<file path="src/rtl/shifter_pkg.sv">
package shifter_pkg;

    // Shift kind codes as presented on the kind port
    typedef enum logic [2:0] {
        SK_LSL = 3'd0,
        SK_LSR = 3'd1,
        SK_ASR = 3'd2,
        SK_ROR = 3'd3,
        SK_RRX = 3'd4,
        SK_ASL = 3'd5
    } shift_kind_e;

    // Result pair carried between the core and the output stage
    typedef struct packed {
        logic        carry;
        logic [31:0] value;
    } shift_res_t;

    // Left shifts share one datapath; the alias folds onto it
    function automatic logic is_left_kind(input shift_kind_e k);
        return (k == SK_LSL) || (k == SK_ASL);
    endfunction

endpackage

</file>
<file path="src/rtl/shift_amt_sel.sv">
module shift_amt_sel #(
    parameter int SH_BITS  = 5,
    parameter int AMT_BITS = 8
) (
    input  logic                amt_sel,
    input  logic [SH_BITS-1:0]  imm_amt,
    input  logic [AMT_BITS-1:0] reg_amt,
    output logic [AMT_BITS-1:0] amt
);
    localparam int PAD = AMT_BITS - SH_BITS;

    always_comb begin
        if (amt_sel) amt = reg_amt;
        else         amt = {{PAD{1'b0}}, imm_amt};
    end
endmodule

</file>
<file path="src/rtl/shift_rotr.sv">
module shift_rotr #(
    parameter int WIDTH = 32,
    localparam int SH_BITS = $clog2(WIDTH)
) (
    input  logic [WIDTH-1:0]   din,
    input  logic [SH_BITS-1:0] k,
    output logic [WIDTH-1:0]   dout
);
    logic [WIDTH-1:0] stg [0:SH_BITS];

    assign stg[0] = din;

    // One rotate stage per bit of the distance, power-of-two steps
    for (genvar s = 0; s < SH_BITS; s++) begin : g_stage
        localparam int ROT = 2 ** s;
        assign stg[s+1] = k[s] ? {stg[s][ROT-1:0], stg[s][WIDTH-1:ROT]} : stg[s];
    end

    assign dout = stg[SH_BITS];
endmodule

</file>
<file path="src/rtl/shift_core.sv">
module shift_core
    import shifter_pkg::*;
#(
    parameter int WIDTH    = 32,
    parameter int AMT_BITS = 8,
    localparam int SH_BITS = $clog2(WIDTH)
) (
    input  shift_kind_e         kind,
    input  logic [AMT_BITS-1:0] amt,
    input  logic [WIDTH-1:0]    x,
    input  logic                cin,
    output logic [WIDTH-1:0]    y,
    output logic                cy
);
    localparam logic [AMT_BITS-1:0] FULL = AMT_BITS'(WIDTH);

    logic [SH_BITS-1:0] lo;
    logic [SH_BITS-1:0] lo_neg;
    logic [SH_BITS-1:0] idx_r;
    logic               zero_amt;
    logic               over;
    logic               exact;
    logic               sign;
    logic [WIDTH-1:0]   rot_r;
    logic [WIDTH-1:0]   rot_l;
    logic [WIDTH-1:0]   mask_r;
    logic [WIDTH-1:0]   mask_l;

    assign lo       = amt[SH_BITS-1:0];
    assign lo_neg   = ~lo + SH_BITS'(1);
    assign idx_r    = lo - SH_BITS'(1);
    assign zero_amt = (amt == '0);
    assign over     = |amt[AMT_BITS-1:SH_BITS];
    assign exact    = (amt == FULL);
    assign sign     = x[WIDTH-1];
    assign mask_r   = {WIDTH{1'b1}} >> lo;
    assign mask_l   = {WIDTH{1'b1}} << lo;

    // Right rotate by lo; left rotate by lo expressed as right by -lo
    shift_rotr #(.WIDTH(WIDTH)) u_rot_r (.din(x), .k(lo),     .dout(rot_r));
    shift_rotr #(.WIDTH(WIDTH)) u_rot_l (.din(x), .k(lo_neg), .dout(rot_l));

    always_comb begin
        y  = x;
        cy = cin;
        if (kind == SK_RRX) begin
            y  = {cin, x[WIDTH-1:1]};
            cy = x[0];
        end else if (zero_amt) begin
            y  = x;
            cy = cin;
        end else if (is_left_kind(kind)) begin
            if (!over) begin
                y  = rot_l & mask_l;
                cy = x[lo_neg];
            end else begin
                y  = '0;
                cy = exact ? x[0] : 1'b0;
            end
        end else begin
            case (kind)
                SK_LSR: begin
                    if (!over) begin
                        y  = rot_r & mask_r;
                        cy = x[idx_r];
                    end else begin
                        y  = '0;
                        cy = exact ? sign : 1'b0;
                    end
                end
                SK_ASR: begin
                    if (!over) begin
                        y  = (rot_r & mask_r) | ({WIDTH{sign}} & ~mask_r);
                        cy = x[idx_r];
                    end else begin
                        y  = {WIDTH{sign}};
                        cy = sign;
                    end
                end
                SK_ROR: begin
                    y  = rot_r;
                    cy = (lo == '0) ? sign : x[idx_r];
                end
                default: begin
                    y  = x;
                    cy = cin;
                end
            endcase
        end
    end
endmodule

</file>
<file path="src/rtl/barrel_carry_shifter.sv">
module barrel_carry_shifter
    import shifter_pkg::*;
#(
    parameter int WIDTH    = 32,
    parameter int AMT_BITS = 8,
    localparam int SH_BITS = $clog2(WIDTH)
) (
    input  logic                clk,
    input  logic                rst,
    input  logic [2:0]          kind,
    input  logic                amt_sel,
    input  logic [SH_BITS-1:0]  imm_amt,
    input  logic [AMT_BITS-1:0] reg_amt,
    input  logic [WIDTH-1:0]    opnd,
    input  logic                cin,
    output logic [WIDTH-1:0]    res,
    output logic                cout
);
    logic [AMT_BITS-1:0] amt;
    logic [WIDTH-1:0]    y_c;
    logic                cy_c;
    shift_kind_e         kind_e;

    assign kind_e = shift_kind_e'(kind);

    shift_amt_sel #(.SH_BITS(SH_BITS), .AMT_BITS(AMT_BITS)) u_amt (
        .amt_sel (amt_sel),
        .imm_amt (imm_amt),
        .reg_amt (reg_amt),
        .amt     (amt)
    );

    shift_core #(.WIDTH(WIDTH), .AMT_BITS(AMT_BITS)) u_core (
        .kind (kind_e),
        .amt  (amt),
        .x    (opnd),
        .cin  (cin),
        .y    (y_c),
        .cy   (cy_c)
    );

    always_ff @(posedge clk) begin
        if (rst) begin
            res  <= '0;
            cout <= 1'b0;
        end else begin
            res  <= y_c;
            cout <= cy_c;
        end
    end

    AST_REG_ZERO_PASS: assert property (@(posedge clk) disable iff (rst)
        (amt_sel && reg_amt == '0 && kind == 3'd0) |=> (res == $past(opnd) && cout == $past(cin)));

    AST_ZERO_PASS: assert property (@(posedge clk) disable iff (rst)
        (amt == '0 && kind != 3'd4) |=> (res == $past(opnd) && cout == $past(cin)));

    AST_LSL_FAR: assert property (@(posedge clk) disable iff (rst)
        (kind == 3'd0 && amt > AMT_BITS'(WIDTH)) |=> (res == '0 && !cout));

    AST_ASR_FAR: assert property (@(posedge clk) disable iff (rst)
        (kind == 3'd2 && amt >= AMT_BITS'(WIDTH)) |=> (res == {WIDTH{$past(opnd[WIDTH-1])}} && cout == $past(opnd[WIDTH-1])));

    AST_ROR_FULL: assert property (@(posedge clk) disable iff (rst)
        (kind == 3'd3 && amt == AMT_BITS'(WIDTH)) |=> (res == $past(opnd) && cout == $past(opnd[WIDTH-1])));

    AST_RRX_RING: assert property (@(posedge clk) disable iff (rst)
        (kind == 3'd4) |=> (res == {$past(cin), $past(opnd[WIDTH-1:1])} && cout == $past(opnd[0])));
endmodule

</file>
<file path="config.mk">
export PLATFORM = sky130hd
export DESIGN_NAME = barrel_carry_shifter
export DESIGN_NICKNAME = d
export VERILOG_FILES = /design/src/rtl/shifter_pkg.sv /design/src/rtl/shift_amt_sel.sv /design/src/rtl/shift_rotr.sv /design/src/rtl/shift_core.sv /design/src/rtl/barrel_carry_shifter.sv
export SDC_FILE = /design/constraint.sdc
export NUM_CORES = 1
export LEC_CHECK = 0
export CELL_PAD_IN_SITES_DETAIL_PLACEMENT = 1
export CELL_PAD_IN_SITES_GLOBAL_PLACEMENT = 1
export CORE_UTILIZATION = 38
export CTS_CLUSTER_SIZE = 25
export DETAILED_ROUTE_END_ITERATION = 8
export GPL_TIMING_DRIVEN = 0
export PLACE_DENSITY_LB_ADDON = 0.05
export SYNTH_ARGS = -nofsm -noshare
export SYNTH_HDL_FRONTEND = slang
export SYNTH_SLANG_ARGS = --single-unit
</file>
<file path="constraint.sdc">
create_clock -name clk -period 4.8 [get_ports clk]
set_input_delay 0.48 -clock clk [delete_from_list [all_inputs] [get_ports clk]]
set_output_delay 0.48 -clock clk [all_outputs]
set_load 0.005 [all_outputs]
</file>
==> metrics.cfg <==
[yosys]
ys_ff_latch=33
yosysUniqueCellTypes=75
yosys-top-cells-area=mux4_2 23%, mux2i_1 14%, dfxtp_1 9.0%
synth_fp_nets=942
synth_top_cell_by_area=mux4_2
synth_warnings=0
synth_edf_count=0
synthesis.instances=883
synth_top_area_share_pct=23.2
ys_seq_area_share_pct=8.96
netlist_area_mm2=0.00737
async_reset_ff_share_pct=0
synth_area_per_cell_um2=8.35
synth_flop_cell=dfxtp_1

[power_and_ir_drop]
vdd_drop_max_uv=116
total_power_mw=2.19
leakagePower_nw=3.14
p_per_area_mw_per_mm2=251

[global_routing]
grt_usage_pct=44.6
grt_overflow=0
grt_pass1_wl_um=63600
antenna_found_initial=0
grt_pass1_vias=8772
grt_max_degree=12

[timing]
relSlewSlack_pct=21.1
rsz0062_at_grt=false
hold_ws_ns=0.867
final.min_clock_period_ns=4.66
hold_violations=0
setup_violations=0
finalCritPeriodShare_pct=97.0
setup_slack_ns=0.144
fmax_mhz=215
fin_setup_tns_ns=0
drv_slew=0
tightest_slew_ns=1.17

[outcome]
outcome=finished, final reports clean

[setup_path]
crit_top_cell=mux2i_1
crit_fanout=10
cp_cell_sequence=clkdlybuf4s50_1, mux2i_4, clkbuf_2, ha_1, clkbuf_1, clkbuf_1, mux4_2, mux2i_1, mux2i_1, mux2i_1, o21ai_0, and3_1
critPathCaptureType=flip-flop
crit_arrival_ns=4.81
critPathBufInv=4
critPathKind=in -> reg
critPathLaunchType=primary input
required_ns=4.96
cp_slowest_stage_delay_ns=0.56
slowest_stage=clkbuf_1
cpLargestDelayFamily=buffers and inverters

[floorplan]
die_w_um=141
dieHeight_um=141
initial_core_util_pct=39.2
die-area_mm2=0.0200
boundaryPins=85
rows=50
core_mm2=0.0188

[layout]
fin_area_mm2=0.00871
fin_cells=1233
multi_input_area_mm2=0.00619
drive_gt1_share_pct=14.6
area.growth.synth_to_final_pct=18.1
fin_nets=1030
seqCellArea_um2=661
post-route-util_pct=46.3
fill_cells=2271

[clock_network]
root_buffer=clkbuf_16
cts.sinks=33
cts_buffer_depth=2
cts_buffers=5
cts.clk_slew.worst_paths_ns=0.05
cts_tree=yes
cts.htree.levels=2

[detailed_routing]
vias=9199
wl_per_cell_um=35.7
firstDrtPassIters=6
vias_per_cell=7.46
drc=0
drtIter0Drc=1378
routed_wl_um=44000
ant_nets=0

[hold_path]
min_path_cells=3
hold_class=in -> reg
min_to=res[2]
hp-start=opnd[3]

[placement]
place_congestion=1.01
numPortBuffers=80
dpl.cell_count=1223
dpl.hpwl_um=34200
pre_cts_slack_ns=-0.731
dpl_cell_area_mm2=0.00850

[flow_run]
maxCapViolCount=0

==> placed cells by master, fill, tap and decap left out, types with 28 or more instances in the layout <==
cell               n
a21oi_1           59
clkbuf_1          84
clkdlybuf4s50_1   80
dfxtp_1           33
mux2i_1          105
mux4_2            76
nand2_1           79
nor2_1            43
nor3_1            28
o21ai_0           69
==> metal layers <==
layer / track usage (%) / up-vias / routed length (um)
met3: 10.3 / 190 / 5660
met5: 0 / - / 0
met1: 59.2 / 4483 / 16900
li1: - / 3689 / -
met2: 65.7 / 837 / 18200
met4: 27.3 / 0 / 3240
==> flip-flops by register name, indices dropped and copies added (netlist names) <==
register,flops
cout,1
res,32
==> Yosys cell counts (4+ instances only) <==
cell type,instances
a221o_1,5
nor3b_1,5
dfxtp_1,33
mux2i_1,105
o221ai_1,11
a22oi_1,13
o211ai_1,10
and2_1,6
mux2_2,17
o21a_1,11
inv_1,11
clkbuf_1,89
nand2_1,79
buf_1,6
a221oi_1,17
nor3_1,28
nand2b_1,5
o21ai_0,69
o22ai_1,10
a21oi_1,59
mux4_2,76
o311a_1,5
and3_1,6
ha_1,7
buf_6,4
o31ai_1,5
a211oi_1,13
or3_1,4
a31oi_1,10
a22o_1,12
buf_2,8
buf_4,6
a211o_1,4
nor2_1,43
nand3_1,17
a32o_1,5
==> cell type report <==
type / instances / share of cell area [%]
Tap cell: 260 / 3.73
Buffer: 113 / 5.67
Clock inverter: 1 / 0.345
Timing Repair Buffer: 81 / 9.28
Multi-Input combinational cell: 722 / 71.0
Clock buffer: 7 / 1.64
Antenna cell: 1 / 0.0287
Inverter: 15 / 0.675
Sequential cell: 33 / 7.58
==> power breakdown <==
group | internal (mW) | switching [mW] | leakage [nW] | total, mW
logic | 0.569 | 0.945 | 2.78 | 1.51
registers | 0.305 | 0.00705 | 0.274 | 0.312
clock network | 0.259 | 0.104 | 0.0841 | 0.362
==> worst max path at each step <==
stage          startpoint  endpoint  cells after the start
2_1_floorplan     amt_sel    res[4]                     14
3_3_place_gp   imm_amt[0]   res[11]                     15
3_5_place_dp   imm_amt[0]   res[11]                     15
4_1_cts        imm_amt[2]    res[3]                     12
5_1_grt        imm_amt[2]   res[18]                     12
6_report       imm_amt[2]   res[18]                     12
==> logic make-up (layout without fill, tap and decap cells) <==
kind of cell | Yosys count | after routing | share of synthesized area (%)
DFF | 33 | 33 | 8.96
adders and majority gates | 7 | 7 | 1.19
muxes | 201 | 201 | 40.7
AOI/OAI and AO/OA | 299 | 299 | 27.8
other | 0 | 1 | 0
buffers and inverters | 128 | 217 | 7.40
xor gates and xnor gates | 3 | 3 | 0.356
and+or+nand+nor | 212 | 212 | 13.5
==> timing repair <==
action / CTS / global route
hold buffers: 0 / 0
setup endpoints to repair: 22 / 23
endpoints found under the hold margin: 0 / 0
cloned: 0 / 0
buffers inserted: 1 / 0
gates resized for setup: 2 / 13
Note: power is estimated with default switching activity, not from simulation.
